**src/rtl/irqagg_pkg.sv**
```systemverilog
package irqagg_pkg;
   localparam int PINS  = 4;
   localparam int LINES = 4;

   // Pin-to-line steering for one bus level.
   function automatic logic [1:0] swz(input int slot, input int pin, input int mode);
      if (mode == 1) return 2'(pin);
      return 2'((slot + pin) % LINES);
   endfunction
endpackage

```
**src/rtl/irqagg_edge.sv**
```systemverilog
module irqagg_edge #(
   parameter int N = 8
) (
   input  logic         clk,
   input  logic         rst,
   input  logic [N-1:0] lvl_in,
   output logic [N-1:0] lvl_q,
   output logic [N-1:0] rise,
   output logic [N-1:0] fall
);
   always_ff @(posedge clk) begin
      if (rst) lvl_q <= '0;
      else     lvl_q <= lvl_in;
   end

   assign rise = lvl_in & ~lvl_q;
   assign fall = ~lvl_in & lvl_q;
endmodule

```
**src/rtl/irqagg_route.sv**
```systemverilog
module irqagg_route
   import irqagg_pkg::*;
#(
   parameter int N_HOST      = 32,
   parameter int N_SEC       = 16,
   parameter int BRIDGE_SLOT = 0,
   parameter int MODE        = 0,
   parameter int CW          = 6
) (
   input  logic [N_HOST+N_SEC-1:0] rise,
   input  logic [N_HOST+N_SEC-1:0] fall,
   output logic [LINES*CW-1:0]     up_o,
   output logic [LINES*CW-1:0]     dn_o
);
   logic [CW-1:0] up_a [LINES];
   logic [CW-1:0] dn_a [LINES];

   always_comb begin
      for (int l = 0; l < LINES; l++) begin
         up_a[l] = '0;
         dn_a[l] = '0;
      end
      for (int i = 0; i < N_HOST; i++) begin
         up_a[swz(i / PINS, i % PINS, MODE)] = up_a[swz(i / PINS, i % PINS, MODE)] + CW'(rise[i]);
         dn_a[swz(i / PINS, i % PINS, MODE)] = dn_a[swz(i / PINS, i % PINS, MODE)] + CW'(fall[i]);
      end
      for (int j = 0; j < N_SEC; j++) begin
         up_a[swz(BRIDGE_SLOT, int'(swz(j / PINS, j % PINS, MODE)), MODE)] =
            up_a[swz(BRIDGE_SLOT, int'(swz(j / PINS, j % PINS, MODE)), MODE)] + CW'(rise[N_HOST+j]);
         dn_a[swz(BRIDGE_SLOT, int'(swz(j / PINS, j % PINS, MODE)), MODE)] =
            dn_a[swz(BRIDGE_SLOT, int'(swz(j / PINS, j % PINS, MODE)), MODE)] + CW'(fall[N_HOST+j]);
      end
   end

   for (genvar g = 0; g < LINES; g++) begin : g_pack
      assign up_o[g*CW +: CW] = up_a[g];
      assign dn_o[g*CW +: CW] = dn_a[g];
   end
endmodule

```
**src/rtl/irqagg_count.sv**
```systemverilog
module irqagg_count #(
   parameter int CW = 6
) (
   input  logic          clk,
   input  logic          rst,
   input  logic [CW-1:0] up,
   input  logic [CW-1:0] dn,
   output logic [CW-1:0] cnt,
   output logic          active
);
   always_ff @(posedge clk) begin
      if (rst) cnt <= '0;
      else     cnt <= cnt + up - dn;
   end

   assign active = (cnt != '0);
endmodule

```
**src/rtl/irqagg_top.sv**
```systemverilog
module irqagg_top
   import irqagg_pkg::*;
#(
   parameter int NUM_SLOTS     = 8,
   parameter int NUM_SEC_SLOTS = 4,
   parameter int BRIDGE_SLOT   = 3,
   parameter int SWIZZLE_MODE  = 0
) (
   input  logic                       clk,
   input  logic                       rst,
   input  logic [NUM_SLOTS*4-1:0]     host_irq,
   input  logic [NUM_SEC_SLOTS*4-1:0] sec_irq,
   output logic [3:0]                 irq_line
);
   localparam int N_HOST = NUM_SLOTS * PINS;
   localparam int N_SEC  = NUM_SEC_SLOTS * PINS;
   localparam int NSRC   = N_HOST + N_SEC;
   localparam int CW     = $clog2(NSRC + 1);

   initial begin
      assert (NUM_SLOTS >= 1) else $fatal(1, "NUM_SLOTS must be at least 1");
      assert (NUM_SEC_SLOTS >= 1) else $fatal(1, "NUM_SEC_SLOTS must be at least 1");
      assert (BRIDGE_SLOT >= 0 && BRIDGE_SLOT < NUM_SLOTS) else $fatal(1, "BRIDGE_SLOT out of range");
      assert (SWIZZLE_MODE == 0 || SWIZZLE_MODE == 1) else $fatal(1, "SWIZZLE_MODE must be 0 or 1");
   end

   logic [NSRC-1:0]     lvl_flat;
   logic [NSRC-1:0]     rise, fall;
   logic [LINES*CW-1:0] up_flat, dn_flat;
   logic [LINES*CW-1:0] cnt_flat;

   irqagg_edge #(.N(NSRC)) u_edge (
      .clk    (clk),
      .rst    (rst),
      .lvl_in ({sec_irq, host_irq}),
      .lvl_q  (lvl_flat),
      .rise   (rise),
      .fall   (fall)
   );

   irqagg_route #(
      .N_HOST      (N_HOST),
      .N_SEC       (N_SEC),
      .BRIDGE_SLOT (BRIDGE_SLOT),
      .MODE        (SWIZZLE_MODE),
      .CW          (CW)
   ) u_route (
      .rise (rise),
      .fall (fall),
      .up_o (up_flat),
      .dn_o (dn_flat)
   );

   for (genvar l = 0; l < LINES; l++) begin : g_line
      irqagg_count #(.CW(CW)) u_cnt (
         .clk    (clk),
         .rst    (rst),
         .up     (up_flat[l*CW +: CW]),
         .dn     (dn_flat[l*CW +: CW]),
         .cnt    (cnt_flat[l*CW +: CW]),
         .active (irq_line[l])
      );
   end
endmodule

```
**config.mk**
```make
export PLATFORM = sky130hd
export DESIGN_NAME = irqagg_top
export DESIGN_NICKNAME = d
export VERILOG_FILES = /design/src/rtl/irqagg_pkg.sv /design/src/rtl/irqagg_edge.sv /design/src/rtl/irqagg_route.sv /design/src/rtl/irqagg_count.sv /design/src/rtl/irqagg_top.sv
export SDC_FILE = /design/constraint.sdc
export NUM_CORES = 1
export LEC_CHECK = 0
export BUFFER_PORTS_ARGS = -buffer_cell sky130_fd_sc_hd__buf_2
export CAP_MARGIN = 20
export CORE_MARGIN = 2
export CORE_UTILIZATION = 39
export CTS_BUF_LIST = sky130_fd_sc_hd__clkbuf_4 sky130_fd_sc_hd__clkbuf_8
export DETAILED_ROUTE_END_ITERATION = 6
export GPL_ROUTABILITY_DRIVEN = 1
export PLACE_DENSITY_LB_ADDON = 0.25
export SETUP_SLACK_MARGIN = 0.02
export SYNTH_ARGS = -nofsm -noshare
export SYNTH_HDL_FRONTEND = slang
export SYNTH_SLANG_ARGS = --single-unit
```
**constraint.sdc**
```tcl
create_clock -name clk -period 14.2 [get_ports clk]
set_input_delay 0.71 -clock clk [delete_from_list [all_inputs] [get_ports clk]]
set_output_delay 0.71 -clock clk [all_outputs]
set_load 0.02 [all_outputs]
```
# Word-level counts from Yosys, hierarchy flattened
# Index checks and enable logic that the tools add are counted.
[totals] ff_bits=72 inputBits=50 out_inout_bits=4 word_cells=109
[classes] addsub=96 bitwise=4 n_reduce_logical=4
[ops] op="$add 6x1->6" n=80
[ops] op="$and 48x48->48" n=2
[ops] op="$not 48->48" n=2
[ops] op="$add 6x6->6" n=4
[ops] op="$reduce_bool 6->1" n=4
[ops] op="$sub 6x6->6" n=4
[ops] op="$add 1x1->2" n=8

# Longest topological paths before layout
[depth] ltp_word=15 depth_mapped=20 ltp_nobuf=20

# Cells and area by module
# From an unflattened synthesis, not the netlist that was laid out.
[hier_totals] hier_cells=695 area_unflattened_um2=6317.3
[by_module_without_submodules] module="irqagg_route" n_inst=1 cells_each=262 area_per_inst_um2=2294.7 seq_area_each_um2=0.0
[by_module_without_submodules] module="irqagg_count" n_inst=4 cells_each=59 area_per_inst_um2=529.3 seq_area_each_um2=120.1
[by_module_without_submodules] module="irqagg_edge" n_inst=1 cells_each=197 area_per_inst_um2=1905.6 seq_area_each_um2=960.9

# Worst setup path before layout
# Ideal clock, no wire load.
[synth_timing] kind="in2reg" from="input port host_irq[1]" to="register g_line[1].u_cnt.cnt[5]" setup_time_ps=117 t_arrival_ps=5118 slack_ps=8964 stages=20 path_buffers=0 cell_sequence="nor2b_1 ha_1 inv_1 fa_1 inv_1 fa_1 inv_1 fa_1 inv_1 fa_1 fa_1 inv_1 fa_1 ha_1 inv_1 fa_1 nand2b_1 a21oi_1 xnor2_1 nor2_1"
[synth_between] elab_chain_len=14
[synth_lines] element="start, declared" line="irqagg_top.sv:11" text="input logic [NUM_SLOTS*4-1:0] host_irq,"
[synth_lines] element="$and 48x48->48 or $not 48->48 (tied branches)" line="irqagg_edge.sv:16, irqagg_edge.sv:17"
[synth_lines] element="$add 1x1->2 or $and 48x48->48 (tied branches)" line="irqagg_route.sv:24, irqagg_edge.sv:17"
[synth_lines] element="$add 6x1->6 or $add 1x1->2 (tied branches)" line="irqagg_route.sv:24, irqagg_route.sv:25"
[synth_lines] element="$add 6x1->6 (on tied branches) (5 in a row)" line="irqagg_route.sv:24, irqagg_route.sv:25"
[synth_lines] element="$add 6x1->6 (on tied branches)" line="irqagg_route.sv:29, irqagg_route.sv:25"
[synth_lines] element="$add 6x1->6 (on tied branches) (3 in a row)" line="irqagg_route.sv:29, irqagg_route.sv:31"
[synth_lines] element="$add 6x6->6 or $add 6x1->6 (tied branches)" line="irqagg_count.sv:13, irqagg_route.sv:31"
[synth_lines] element="$sub 6x6->6 (*)" line="irqagg_count.sv:13" text="else cnt <= cnt + up - dn;"
[synth_lines] element="end signal, assigned" line="irqagg_count.sv:13"
[synth_lines] element="end, declared" line="irqagg_count.sv:8" text="output logic [CW-1:0] cnt,"
# Every way passes the cells marked *; elsewhere a longest branch is shown, timed or not.
# A chain may end at the register's enable or synchronous reset.

# Worst setup path after layout
[layout_timing] from="input port host_irq[4]" to="register g_line[1].u_cnt.cnt[5]"
# The elaborated chain is that of the path after synthesis.

==> metrics.txt <==
CP peak stage delay 0.55 ns; Post-layout nets 827; Critical Path AT 5.43 ns; synthesized instance count 576; Pwr per Cell Area 235.0 nW/um^2; # DRC 0; Async SR Flop Fraction 0%; Netlist cell types 17; top cells by area, synth fa_1 (28%), dfxtp_1 (25%), ha_1 (15%); clock sinks 72; vias in the first global route 3901; WP buf/inv 7; Most used DFF post-synth dfxtp_1; slowest CP cell fa_1; htree depth 3; layout cells sized above 1 11.20%; Finished Cell Area 6430 sq um; Yosys top cell area share 27.56%; adder-cell share of the synthesized area 42.20%; worst-path cell chain buf_2 -> nor2b_1 -> ha_1 -> inv_1 -> fa_1 -> inv_1 -> fa_1 -> inv_1 -> fa_1 -> inv_1 -> fa_1 -> fa_1 -> inv_1 -> fa_1 -> ha_1 -> inv_1 -> fa_1 -> nand2b_1 -> a21oi_1 -> xnor2_1 -> nor2_1; die height 126.1 microns; Setup Buffers After CTS 0; Crit path top cell by count fa_1; Setup-failing EPs final 0; crit-path leading delay family adder cells; TritonCTS buffer count 9; pin count of the biggest net entering global routing 73; xor-xnor portion of the synthesized cell area 3.015%; IO buf count 53; worst rel slew slack 51.52%; Rows 44; setup_tns 0 ns; post-cts resize count 0; die width 126.1 microns; first-pass GRT wire length 17170 microns; die footprint 15890 sq um; Req. time, crit path 14.44 ns; post-synthesis sequential area ratio 24.81%; worst hold path class primary input to flop; core area 14530 sq um; Root Buffer clkbuf_8; main combinational cell family by area after synthesis adder cells; Crit Path Category primary input to flop; syn_nets 774; hold_buf cts 0; leading area contributor after synthesis fa_1; FMAX 192.7 MHz; Startpoint Class primary input; antenna violations before repair 0; clk_lat worst skew 0.37 ns; warnings from Yosys 0; FF+latch count, synth 72; met3 GRT Util 4.758%; status completed; Filler cells 1410; TritonCTS clock tree done; Vias/cell 4.270; GR Util met2 23.66%; fraction of the mapped netlist area in compound gates 1.400%; WL/cell 11.60 microns; Vias 3493; ANT nets after route 0; Final Hold Viols 0; syn avg cell area 10.09 sq um; ANT cells 0; num ports 54; crit end category flop; GR peak layer met2; initial core utilization 39.98%; drt first pass iters 4; crit-path max FO 3; mux contribution to synthesized area 0%; Post-synth EDFFs 0; Final GP Congestion 0.8031; measured slew at the worst slew-check pin 0.7271 ns; Total Wirelength 9488 microns; Worst Skew 0.005695 ns; leakage power 3.188 nW; Post-DP HPWL 7947 microns; cell area after synthesis 5811 sq um; Max Root-Sink Buffers 2; setup repair after global routing missed its margin false; max-cap violation count 0; Peak VDD IR 113.2 uV; top-count cell post-synth inv_1; Post-synth top cells inv_1 (126), nor2b_1 (84), fa_1 (80), dfxtp_1 (72), ha_1 (68); detailed router's first-iteration violation count 82; Synth Area in Simple Gates 19.29%; grt met1 use 15.88%; Slew Viols, Final 0; gr usage total 13.62%; GRT overflow 0; area grow syn2layout 10.66%; clock-pin slew on the worst setup and hold paths 0.08 ns; Tcrit/Tclk final 36.55%; placed cell area 6247 sq um; Period minus WS final 5.190 ns
[logic make-up after synthesis]
| group | after synthesis |
|---|---|
| fa+ha+maj | 148 |
| simple gates | 185 |
| xor+xnor | 20 |
| compound gates | 13 |
| flops | 72 |
| buf+inv | 138 |
[per-stage QoR]
step                      worst slack, ns  power [mW]  utilization (%)  cells  hold WS, ns
after floorplan                     8.964       1.161                -    576       0.5574
final                               9.010       1.511            44.24    818       0.5675
after detailed placement            8.613       1.384            42.98    802       0.5802
after CTS                           8.994       1.554            44.24    818       0.5404
after global placement              8.702       1.325            42.98    802       0.5730
after global routing                8.765       1.743            44.24    818       0.5532
[layout by cell type, fill, tap and decap left out]
cell / synthesis / final
inv_1: 126 / 126
clkbuf_4: 0 / 6
nand3_1: 4 / 4
nor2b_1: 84 / 84
xor2_1: 10 / 10
ha_1: 68 / 68
a21oi_2: 1 / 1
and2b_1: 25 / 25
nand2b_1: 47 / 47
clkbuf_8: 0 / 10
buf_2: 2 / 53
nor2_1: 25 / 25
buf_4: 5 / 1
dfxtp_1: 72 / 72
xnor2_1: 10 / 10
a21o_1: 5 / 5
a21oi_1: 7 / 7
fa_1: 80 / 80
[registers in the layout, indices dropped and copies added (netlist names)]
name              cells
g_line.u_cnt.cnt     24
u_edge.lvl_q         48
[area by class of cell]
| cell class | instances | area, sq um | area share [%] |
|---|---|---|---|
| well taps | 184 | 230.2 | 3.580 |
| inverters | 126 | 473.0 | 7.356 |
| flip-flops and latches | 72 | 1441 | 22.42 |
| repair buffers | 54 | 272.8 | 4.242 |
| clock buffers | 16 | 182.7 | 2.841 |
| multi-input cells | 366 | 3830 | 59.56 |
[worst register-to-register path, cell delays in order, from the launching register on]
cell	delay, ns
dfxtp_1	0.32
nor2b_1	0.13
ha_1	0.26
inv_1	0.05
fa_1	0.53
inv_1	0.06
fa_1	0.50
inv_1	0.05
fa_1	0.36
inv_1	0.08
fa_1	0.45
fa_1	0.55
inv_1	0.05
fa_1	0.50
ha_1	0.17
inv_1	0.06
fa_1	0.39
nand2b_1	0.16
a21oi_1	0.15
xnor2_1	0.14
nor2_1	0.05
[worst paths after layout]
kind                                                to  slack [ns]  cells after the start              startpoint
worst max-delay path            g_line[1].u_cnt.cnt[5]        9.01                     21             host_irq[4]
worst min-delay path                  u_edge.lvl_q[28]        0.57                      2            host_irq[28]
worst max register to register  g_line[1].u_cnt.cnt[5]        9.05                     20         u_edge.lvl_q[4]
worst min register to register  g_line[2].u_cnt.cnt[0]        0.60                      2  g_line[2].u_cnt.cnt[0]
[per-layer routing]
layer  vias to the layer above  part of all wire [%]
met1                      1643                    44
met4                         0                   1.5
met3                        14                   4.9
met5                         -                     0
met2                        49                    50
li1                       1787                     -
[report_power, final]
group | switching, mW | internal [mW]
clock | 0.0768 | 0.0803
sequential | 0.0158 | 0.250
combinational | 0.567 | 0.521
No activity file was read; power rests on OpenSTA's default activity.
